File: config.mk
export PLATFORM = sky130hd
export DESIGN_NAME = intc_bank
export DESIGN_NICKNAME = d
export VERILOG_FILES = /design/src/rtl/intc_pkg.sv /design/src/rtl/intc_regs.sv /design/src/rtl/intc_pend.sv /design/src/rtl/intc_arb.sv /design/src/rtl/intc_hold.sv /design/src/rtl/intc_bank.sv
export SDC_FILE = /design/constraint.sdc
export NUM_CORES = 1
export LEC_CHECK = 0
export BUFFER_PORTS_ARGS = -buffer_cell sky130_fd_sc_hd__clkbuf_2
export CAP_MARGIN = 40
export CORE_MARGIN = 1
export CORE_UTILIZATION = 30
export CTS_CLUSTER_DIAMETER = 40
export DETAILED_ROUTE_END_ITERATION = 16
export GPL_TIMING_DRIVEN = 1
export HOLD_SLACK_MARGIN = 0.05
export SYNTH_ARGS = -nofsm -noshare
export SYNTH_HDL_FRONTEND = slang
export SYNTH_HIERARCHICAL = 1
export SYNTH_SLANG_ARGS = --single-unit
File: constraint.sdc
create_clock -name clk -period 90.7 [get_ports clk]
set_clock_uncertainty 0.2 [all_clocks]
set_input_delay 13.605 -clock clk [delete_from_list [all_inputs] [get_ports clk]]
set_output_delay 13.605 -clock clk [all_outputs]
set_load 0.05 [all_outputs]
File: src/rtl/intc_pkg.sv
package intc_pkg;
   localparam logic [7:0] OFS_MASK     = 8'h00;
   localparam logic [7:0] OFS_PEND     = 8'h04;
   localparam logic [7:0] OFS_CTRL     = 8'h08;
   localparam logic [7:0] OFS_GMASK    = 8'h0C;
   localparam logic [7:0] OFS_LVL_BASE = 8'h80;
   localparam int         CLS_N        = 2;   // 0 = normal, 1 = fast
   localparam int         LVL_FIQ_BIT  = 0;
   localparam int         LVL_TRIG_BIT = 1;
   localparam int         LVL_PRIO_LSB = 2;
endpackage

File: src/rtl/intc_regs.sv
module intc_regs
   import intc_pkg::*;
#(
   parameter int NUM_LINES = 32,
   parameter int PRIO_W    = 5,
   parameter int ADDR_W    = 8,
   parameter int DATA_W    = 32,
   parameter bit PRIMARY   = 1'b1
) (
   input  logic                  clk,
   input  logic                  rst_n,
   input  logic                  bus_wr,
   input  logic [ADDR_W-1:0]     bus_addr,
   input  logic [DATA_W-1:0]     bus_wdata,
   output logic [DATA_W-1:0]     bus_rdata,
   input  logic [NUM_LINES-1:0]  pend_i,
   output logic [NUM_LINES-1:0]  mask_o,
   output logic                  gmask_o,
   output logic [NUM_LINES-1:0]  fiq_sel_o,
   output logic [NUM_LINES-1:0]  trig_o,
   output logic [NUM_LINES-1:0][PRIO_W-1:0] prio_o,
   output logic [CLS_N-1:0]      ack_o,
   output logic                  pend_wr_o,
   output logic [NUM_LINES-1:0]  pend_keep_o
);
   localparam int PAD_W = DATA_W - PRIO_W - 2;

   logic [ADDR_W-1:0]    lvl_off;
   logic                 lvl_hit;
   logic [NUM_LINES-1:0] lvl_sel;
   logic [NUM_LINES-1:0] mask_q;
   logic                 gmask_q;

   assign lvl_hit = bus_addr >= ADDR_W'(OFS_LVL_BASE);
   assign lvl_off = bus_addr - ADDR_W'(OFS_LVL_BASE);

   always_comb begin
      for (int i = 0; i < NUM_LINES; i++)
         lvl_sel[i] = lvl_hit && (lvl_off == ADDR_W'(4 * i));
   end

   always_ff @(posedge clk or negedge rst_n) begin
      if (!rst_n) begin
         mask_q  <= '1;
         gmask_q <= 1'b0;
      end else if (bus_wr) begin
         if (bus_addr == ADDR_W'(OFS_MASK))  mask_q  <= bus_wdata[NUM_LINES-1:0];
         if (bus_addr == ADDR_W'(OFS_GMASK)) gmask_q <= bus_wdata[0];
      end
   end

   always_ff @(posedge clk or negedge rst_n) begin
      if (!rst_n) begin
         trig_o <= '0;
         prio_o <= '0;
      end else begin
         for (int i = 0; i < NUM_LINES; i++) begin
            if (bus_wr && lvl_sel[i]) begin
               trig_o[i] <= bus_wdata[LVL_TRIG_BIT];
               prio_o[i] <= bus_wdata[LVL_PRIO_LSB +: PRIO_W];
            end
         end
      end
   end

   generate
      if (PRIMARY) begin : g_fiq
         always_ff @(posedge clk or negedge rst_n) begin
            if (!rst_n) fiq_sel_o <= '0;
            else begin
               for (int i = 0; i < NUM_LINES; i++)
                  if (bus_wr && lvl_sel[i]) fiq_sel_o[i] <= bus_wdata[LVL_FIQ_BIT];
            end
         end
      end else begin : g_nofiq
         assign fiq_sel_o = '0;
      end
   endgenerate

   assign mask_o      = mask_q;
   assign gmask_o     = gmask_q;
   assign ack_o[0]    = bus_wr && (bus_addr == ADDR_W'(OFS_CTRL)) && bus_wdata[0];
   assign ack_o[1]    = bus_wr && (bus_addr == ADDR_W'(OFS_CTRL)) && bus_wdata[1];
   assign pend_wr_o   = bus_wr && (bus_addr == ADDR_W'(OFS_PEND));
   assign pend_keep_o = bus_wdata[NUM_LINES-1:0];

   always_comb begin
      bus_rdata = '0;
      if (bus_addr == ADDR_W'(OFS_MASK))  bus_rdata[NUM_LINES-1:0] = mask_q;
      if (bus_addr == ADDR_W'(OFS_PEND))  bus_rdata[NUM_LINES-1:0] = pend_i;
      if (bus_addr == ADDR_W'(OFS_GMASK)) bus_rdata[0] = gmask_q;
      for (int i = 0; i < NUM_LINES; i++)
         if (lvl_sel[i])
            bus_rdata = {{PAD_W{1'b0}}, prio_o[i], trig_o[i], fiq_sel_o[i]};
   end

   generate
      if (!PRIMARY) begin : g_chk_nofiq
         AST_NO_FIQ_STEER: assert property (@(posedge clk) disable iff (!rst_n)
            fiq_sel_o == '0);
      end
   endgenerate
endmodule

File: src/rtl/intc_pend.sv
module intc_pend #(
   parameter int NUM_LINES = 32
) (
   input  logic                 clk,
   input  logic                 rst_n,
   input  logic [NUM_LINES-1:0] irq_in,
   input  logic [NUM_LINES-1:0] trig,
   input  logic [NUM_LINES-1:0] clr_ack,
   input  logic                 wr_clr,
   input  logic [NUM_LINES-1:0] wr_keep,
   output logic [NUM_LINES-1:0] pend_o
);
   logic [NUM_LINES-1:0] prev_q, latch_q, rise, set_v, wclr;

   assign rise  = irq_in & ~prev_q;
   assign set_v = rise & ~trig;
   assign wclr  = wr_clr ? ~wr_keep : '0;

   always_ff @(posedge clk or negedge rst_n) begin
      if (!rst_n) begin
         prev_q  <= '0;
         latch_q <= '0;
      end else begin
         prev_q  <= irq_in;
         latch_q <= (latch_q & ~clr_ack & ~wclr) | set_v;
      end
   end

   assign pend_o = (latch_q & ~trig) | (irq_in & trig);

   AST_EDGE_STICKY: assert property (@(posedge clk) disable iff (!rst_n)
      (set_v != '0) |=> ((latch_q & $past(set_v)) == $past(set_v)));
   AST_ACK_CLEARS: assert property (@(posedge clk) disable iff (!rst_n)
      ((clr_ack & ~set_v) != '0) |=> ((latch_q & $past(clr_ack & ~set_v)) == '0));
endmodule

File: src/rtl/intc_arb.sv
module intc_arb #(
   parameter int NUM_LINES = 32,
   parameter int PRIO_W    = 5
) (
   input  logic [NUM_LINES-1:0]             cand,
   input  logic [NUM_LINES-1:0][PRIO_W-1:0] prio,
   output logic                             any,
   output logic [$clog2(NUM_LINES)-1:0]     win
);
   localparam int IDX_W = $clog2(NUM_LINES);
   logic [PRIO_W-1:0] best_p;

   always_comb begin
      any    = 1'b0;
      best_p = '0;
      win    = '0;
      for (int i = 0; i < NUM_LINES; i++) begin
         if (cand[i] && (!any || prio[i] < best_p)) begin
            any    = 1'b1;
            best_p = prio[i];
            win    = IDX_W'(i);
         end
      end
   end
endmodule

File: src/rtl/intc_hold.sv
module intc_hold #(
   parameter int NUM_LINES = 32,
   parameter int PRIO_W    = 5
) (
   input  logic                             clk,
   input  logic                             rst_n,
   input  logic [NUM_LINES-1:0]             cand,
   input  logic [NUM_LINES-1:0][PRIO_W-1:0] prio,
   input  logic                             gmask,
   input  logic                             ack,
   output logic                             req_o,
   output logic [$clog2(NUM_LINES)-1:0]     line_o,
   output logic [NUM_LINES-1:0]             clr_o
);
   localparam int IDX_W = $clog2(NUM_LINES);

   logic             any;
   logic [IDX_W-1:0] win, line_q;
   logic             active_q;

   intc_arb #(.NUM_LINES(NUM_LINES), .PRIO_W(PRIO_W)) u_arb (
      .cand (cand),
      .prio (prio),
      .any  (any),
      .win  (win)
   );

   always_ff @(posedge clk or negedge rst_n) begin
      if (!rst_n) begin
         active_q <= 1'b0;
         line_q   <= '0;
      end else if (active_q && ack) begin
         active_q <= 1'b0;
      end else if (!active_q && any && !gmask) begin
         active_q <= 1'b1;
         line_q   <= win;
      end
   end

   always_comb begin
      clr_o = '0;
      if (active_q && ack) clr_o[line_q] = 1'b1;
   end

   assign req_o  = active_q && !gmask;
   assign line_o = active_q ? line_q : '0;

   AST_HOLD_FROZEN: assert property (@(posedge clk) disable iff (!rst_n)
      (active_q && !ack) |=> (active_q && $stable(line_q)));
   AST_ACK_RELEASE: assert property (@(posedge clk) disable iff (!rst_n)
      (active_q && ack) |=> !active_q);
   AST_WIN_IS_CAND: assert property (@(posedge clk) disable iff (!rst_n)
      (!active_q && any && !gmask) |=> (active_q && $past(cand[win])));
   AST_GMASK_NO_CAPTURE: assert property (@(posedge clk) disable iff (!rst_n)
      (!active_q && gmask) |=> !active_q);
endmodule

File: src/rtl/intc_bank.sv
module intc_bank
   import intc_pkg::*;
#(
   parameter int NUM_LINES = 32,
   parameter int PRIO_W    = 5,
   parameter int ADDR_W    = 8,
   parameter int DATA_W    = 32,
   parameter bit PRIMARY   = 1'b1
) (
   input  logic                         clk,
   input  logic                         rst_n,
   input  logic [NUM_LINES-1:0]         irq_in,
   input  logic                         bus_wr,
   input  logic [ADDR_W-1:0]            bus_addr,
   input  logic [DATA_W-1:0]            bus_wdata,
   output logic [DATA_W-1:0]            bus_rdata,
   output logic                         irq_out,
   output logic                         fiq_out,
   output logic [$clog2(NUM_LINES)-1:0] irq_line,
   output logic [$clog2(NUM_LINES)-1:0] fiq_line
);
   localparam int IDX_W = $clog2(NUM_LINES);

   generate
      if (NUM_LINES < 2 || NUM_LINES > 32) begin : g_bad_lines
         $error("NUM_LINES must lie in 2..32");
      end
      if (DATA_W != 32) begin : g_bad_data
         $error("DATA_W must be 32");
      end
      if (ADDR_W < 8) begin : g_bad_addr
         $error("ADDR_W must be at least 8");
      end
      if (PRIO_W < 1 || PRIO_W > 5) begin : g_bad_prio
         $error("PRIO_W must lie in 1..5");
      end
   endgenerate

   logic [NUM_LINES-1:0]             pend, mask, fiq_sel, trig, pend_keep, clr_all;
   logic [NUM_LINES-1:0][PRIO_W-1:0] prio;
   logic                             gmask, pend_wr;
   logic [CLS_N-1:0]                 ack, req;
   logic [CLS_N-1:0][IDX_W-1:0]      line;
   logic [CLS_N-1:0][NUM_LINES-1:0]  clr, cand;

   intc_regs #(
      .NUM_LINES(NUM_LINES), .PRIO_W(PRIO_W), .ADDR_W(ADDR_W),
      .DATA_W(DATA_W), .PRIMARY(PRIMARY)
   ) u_regs (
      .clk         (clk),
      .rst_n       (rst_n),
      .bus_wr      (bus_wr),
      .bus_addr    (bus_addr),
      .bus_wdata   (bus_wdata),
      .bus_rdata   (bus_rdata),
      .pend_i      (pend),
      .mask_o      (mask),
      .gmask_o     (gmask),
      .fiq_sel_o   (fiq_sel),
      .trig_o      (trig),
      .prio_o      (prio),
      .ack_o       (ack),
      .pend_wr_o   (pend_wr),
      .pend_keep_o (pend_keep)
   );

   intc_pend #(.NUM_LINES(NUM_LINES)) u_pend (
      .clk     (clk),
      .rst_n   (rst_n),
      .irq_in  (irq_in),
      .trig    (trig),
      .clr_ack (clr_all),
      .wr_clr  (pend_wr),
      .wr_keep (pend_keep),
      .pend_o  (pend)
   );

   generate
      for (genvar c = 0; c < CLS_N; c++) begin : g_cls
         if (c == 1) begin : g_fast
            assign cand[c] = pend & ~mask & fiq_sel;
         end else begin : g_norm
            assign cand[c] = pend & ~mask & ~fiq_sel;
         end
         intc_hold #(.NUM_LINES(NUM_LINES), .PRIO_W(PRIO_W)) u_hold (
            .clk    (clk),
            .rst_n  (rst_n),
            .cand   (cand[c]),
            .prio   (prio),
            .gmask  (gmask),
            .ack    (ack[c]),
            .req_o  (req[c]),
            .line_o (line[c]),
            .clr_o  (clr[c])
         );
      end
   endgenerate

   assign clr_all  = clr[0] | clr[1];
   assign irq_out  = req[0];
   assign fiq_out  = req[1];
   assign irq_line = line[0];
   assign fiq_line = line[1];

   AST_GMASK_QUIET: assert property (@(posedge clk) disable iff (!rst_n)
      gmask |-> (!irq_out && !fiq_out));

   generate
      if (!PRIMARY) begin : g_chk_fast
         AST_NO_FAST_REQ: assert property (@(posedge clk) disable iff (!rst_n)
            !fiq_out);
      end
   endgenerate
endmodule

# Yosys cells after proc, flatten, opt, wreduce, memory -nomap -nowiden

Cells that the tools add are included.

Bits in registers: 333
Word-level logic and storage cells: 738
Input bits: 75

Reduce and logical (&&, ||, !) cells: 275
Bitwise logic cells: 21
Order comparisons: 67
Mux-type cells: 236
$add $sub $neg: 1
Equal/unequal tests: 34

Operators by type and width:

| operator            | number |
|---|---|
| $mux 32             | 37 |
| $mux 5              | 124 |
| $lt 5x5->1          | 62 |
| $and 32x32->32      | 9 |
| $not 32->32         | 7 |
| $logic_and 1x1->1   | 140 |
| $eq 8x7->1 const B  | 16 |
| $or 32x32->32       | 3 |
| $mux 1              | 73 |
| $logic_not 1->1     | 65 |
| $eq 8x6->1 const B  | 8 |
| $logic_or 1x1->1    | 62 |
| $eq 8x4->1 const B  | 4 |
| $eq 8x5->1 const B  | 4 |
| $eq 8x3->1 const B  | 2 |
| $logic_not 8->1     | 2 |
| $lt 5x6->1 const B  | 2 |
| $demux 1 s5         | 2 |
| $ge 5x1->1 const B  | 2 |
| $ge 8x8->1 const B  | 1 |
| $reduce_and 2->1    | 4 |
| $sub 8x8->8 const B | 1 |
| $reduce_bool 2->1   | 2 |
| $not 1->1           | 2 |

# Logic depth before layout (Yosys ltp)

Depth in word-level cells: 134
Depth in mapped cells: 293
Gate-level depth less buffers: 286

# By module

The synthesis kept the hierarchy.

Modules (own cells, without submodules):

| module                           | sequential area each (sq um) | instances | cells an instance | area an instance (sq um) |
|---|---|---|---|---|
| intc_regs                        | 6,471.2                      | 1         | 1,095             | 12,914.9 |
| intc_arb (g_cls[1].u_hold.u_arb) | 0.0                          | 1         | 1,290             | 8,648.3 |
| intc_arb (g_cls[0].u_hold.u_arb) | 0.0                          | 1         | 1,274             | 8,448.1 |
| intc_pend                        | 1,601.5                      | 1         | 227               | 2,745.1 |
| intc_bank                        | 0.0                          | 1         | 96                | 760.7 |
| intc_hold (g_cls[0].u_hold)      | 150.1                        | 1         | 69                | 571.8 |
| intc_hold (g_cls[1].u_hold)      | 150.1                        | 1         | 69                | 569.3 |

# Worst setup path after synthesis

Ideal clock, no wire load.

Kind: input to register
Start point: in irq_in[0]
End point: reg g_cls[1].u_hold.line_q[3]
Data required time: 90.375 ns
Path slack: 30.208 ns
Stages on the path: 275
Arrival: 60.167 ns
Path buffers: 7
Path through: mux2_2 > and3b_2 > buf_2 > nand2_1 > ha_1 > a21oi_1 > o21ai_1 > o22ai_1 > mux2i_1 > inv_1 > ha_1 > a21oi_1 > nand2_1 > a31o_2 > and3b_1 > or2_2 > ha_1 > a211o_1 > [239 not listed] > o21ai_0 > nand2b_1 > nor3b_1 > nand3_1 > a21oi_1 > a211oi_4 > mux2_4 > ha_1 > a21oi_1 > nor2b_1 > o21ai_0 > and3b_1 > a22oi_1 > nand2b_1 > nor2_1 > and3_1 > nand3_1 > mux2_2

RTL lines:

| element              | line            | text |
|---|---|---|
| start, declared      | intc_bank.sv:12 | `input logic [NUM_LINES-1:0] irq_in,` |
| end signal, assigned | intc_hold.sv:36 | `line_q <= win;` |
| end, declared        | intc_hold.sv:18 | `logic [IDX_W-1:0] win, line_q;` |

==> summary.md <==
| Metric | Value |
|---|---|
| CP most frequent cell | ha_1 |
| Crit. End Element | flip-flop |
| Worst Setup EP | g_cls[0].u_hold/line_q[0] |
| Die ar. | 117000 um^2 |
| Slowest CP cell | o32ai_2 |
| Commonest non-fill, non-tap cell in the layout | nor2_1 |
| Overflow after GRT | 0 |
| WP data required | roughly 90 ns |
| Synth Area per Inst | approximately 8.4 um^2 |
| CP Data Arrival Time | 68.50 ns |
| GPL Wtd Cong | about 1 |
| Min cycle time layout | 68.14 ns |
| Vias in the first global route | 32200 |
| R2R Path Start | u_regs/trig_o[0] |
| Drc violations | 16 |
| R2r setup slk | 35.07 ns |
| CTS tree | yes |
| Initial antenna violation count | 8 |
| Largest family of logic cells by synthesized area | compound AO/OA/AOI/OAI gates |
| R2R depth | ~250 |
| CTS max path bufs | 3 |
| Clk root buf | clkbuf_16 |
| Crit-path max FO | 17 |
| Endpoints failing setup | 0 |
| Synthesized flop and latch total | between 300 and 400 |
| Post-CTS sizing | 0 |
| Clk slew on worst S/H paths | 0.05 ns |
| Mapped Cells | 4120 |
| Clock H-tree levels | 2 |
| Routed Wire Length | between 100000 and 150000 um |
| Prevailing post-synth register cell | dfrtp_1 |
| Setup crit start kind | input port |
| ANT nets after route | 0 |
| Hold WC Path Type | flip-flop to flip-flop |
| Postcts setup bufs | 0 |
| Synth Area in Simple Gates | between 20 and 25% |
| Total number of vias | between 30000 and 40000 |
| Layout cell share with drive strength beyond 1 | 20.3% |
| Critical Path Max Stage Delay | roughly 0.75 ns |
| # clock sinks | approximately 330 |
| Yosys cell types | roughly 150 |
| Fmax | approximately 15 MHz |
| Chip Width | approximately 340 um |
| WL/cell | around 24 um |
| Port Buffer Count | approximately 120 |
| Synth Area in XOR/XNOR | less than 1% |
| Post-Syn Area | 34700 um^2 |
| Synthesized Nets | 4347 |
| Crit path kind | input port to flip-flop |
| Pre-Repair DR Iteration Count | 14 |
| Critical Path Start | irq_in[0] |
| Slew @ Worst Pin | 0.946 ns |
| Reg-to-Reg End | g_cls[0].u_hold/line_q[0] |
| Post-DR vias/cell | a little under 6 |
| Post-Route Setup TNS | 0 ns |
| Ports | around 120 |
| Period utilisation layout | 75.1% |
| Post-synthesis adder-cell area fraction | under 10% |
| Slew headroom | between 30% and 40% |
| Mux share of post-synthesis cell area | 14.5% |
| Sequential share of the synthesized area | 24.2% |
| Ys async rst share | 100% |
| Row count | 124 |
| Clk Latency, worst-skew pair | between 0.6 and 0.7 ns |
| Syn-to-layout area delta | 11.9% |
| Failing checks | design-rule violations |
| First-pass GRT wire length | just over 200000 um |
| Largest net degree at the start of global routing | a little over 100 |
| Hold Violations, Final | 0 |
| Initial core utilization | 30.3% |
| CTS Buf Count | 61 |
| Core ar. | 115000 um^2 |
| RSZ-0062 raised after global routing | no |
| Slew Viols, Final | 0 |
| Top delay family on crit path | compound AO/OA/AOI/OAI gates |
| Post-DP HPWL | between 100000 and 150000 um |
| Status | complete, but fails checks |
| Final #Nets | 4405 |
| Post-synth EDFFs | 0 |
| Commonest non-fill, non-tap cells in the layout | nor2_1 (375), nand2_1 (352), mux2_2 (337) |
| Area fraction in compound gates after synthesis | a little over a quarter |
| Synthesis Warnings | 6 |
| Maxcap violations | 0 |
| Crit path buf inv count | 25 |
| Finished Core Util | roughly 34% |
| GRT Total Usage | 22.5% |
| Hold_buf cts | 0 |
| Levels on crit path | around 250 |
| Starting DRC count in detailed routing | ~3000 |
| DIE HEIGHT | roughly 340 um |
==> kinds of logic after synthesis <==
| kind of cell | after synthesis |
|---|---|
| and+or+nand+nor | 1437 |
| AOI/OAI and AO/OA | 1255 |
| muxes | 451 |
| buffers and inverters | 447 |
| DFF | 333 |
| adders and majority gates | 162 |
| xor gates and xnor gates | 35 |
==> layer usage <==
metal / routed length, um / up-vias / track usage, % / share of wire (%)
li1: - / 15700 / - / -
met1: 59800 / 16800 / 30.8 / 44
met2: 60000 / 1476 / 35.4 / 44
met3: 11100 / 257 / 4.03 / 8.2
met4: 4870 / 6 / 7.73 / 3.6
met5: 32 / - / 0 / 0.024
==> worst register-to-register path: cells and delay by family, from the launching register on <==
family | cells | cell delay [ns]
fa+ha+maj | 31 | 8.94
flops | 1 | 0.42
mux | 15 | 4.66
compound gates | 112 | 26.61
simple gates | 71 | 12.61
buf+inv | 24 | 2.12
==> cell usage after synthesis (46+ instances only) <==
| master | number | area [um^2] |
|---|---|---|
| nor3_1 | 70 | 350 |
| nand2b_1 | 81 | 507 |
| a211oi_1 | 67 | 503 |
| nand2_1 | 352 | 1320 |
| and2_1 | 46 | 288 |
| o211ai_1 | 68 | 510 |
| ha_1 | 152 | 1900 |
| mux2i_1 | 83 | 831 |
| a31oi_1 | 51 | 319 |
| clkbuf_1 | 79 | 297 |
| o21ai_1 | 47 | 235 |
| buf_4 | 46 | 345 |
| a21oi_1 | 182 | 911 |
| nand3_1 | 87 | 435 |
| mux2_2 | 337 | 3790 |
| o22ai_1 | 66 | 413 |
| inv_1 | 281 | 1050 |
| o21ai_0 | 211 | 1060 |
| dfrtp_1 | 301 | 7530 |
| nor2_1 | 377 | 1420 |
==> metrics by stage <==
| stage | hold WS, ns | cells | instance area [um^2] | setup slack (ns) |
|---|---|---|---|---|
| floorplan | 0.289 | 4120 | 34700 | 30.21 |
| global placement | 0.299 | 5619 | 36600 | 22.16 |
| detailed placement | 0.307 | 5626 | 36600 | 22.69 |
| CTS | 0.319 | 5741 | 38800 | 23.26 |
| global route | 0.340 | 5744 | 38800 | 17.45 |
| finish | 0.317 | 5747 | 38800 | 22.56 |
==> worst min-delay path by stage <==
stage                               to  cells after the start          startpoint
floorplan            u_pend/latch_q[0]                      1   u_pend/latch_q[0]
global placement     u_pend/latch_q[7]                      1   u_pend/latch_q[7]
detailed placement   u_pend/latch_q[6]                      1   u_pend/latch_q[6]
CTS                  u_pend/latch_q[6]                      1   u_pend/latch_q[6]
global route        u_pend/latch_q[14]                      1  u_pend/latch_q[14]
finish              u_pend/latch_q[10]                      1  u_pend/latch_q[10]
==> flip-flops by register name, indices dropped and copies added, names as in the netlist <==
name,cells
u_regs/prio_o,160
u_pend/latch_q,32
u_pend/prev_q,32
u_regs/fiq_sel_o,32
u_regs/mask_o,32
u_regs/trig_o,32
g_cls.u_hold/line_q,10
g_cls.u_hold/active_q,2
u_regs/gmask_o,1
==> cell type report <==
| type | count | area, um^2 |
|---|---|---|
| Antenna cell | 5 | 12.5 |
| Clock buffer | 78 | 1680 |
| Clock inverter | 37 | 480 |
| Fill cell | 11900 | 75700 |
| Inverter | 281 | 1050 |
| Multi-Input combinational cell | 3340 | 24400 |
| Sequential cell | 333 | 8370 |
| Tap cell | 1512 | 1890 |
| Timing Repair Buffer | 161 | 928 |
Power is left out: the tool's default activity adds up to more than one toggle a clock period on the data nets, which glitch-free logic cannot reach.
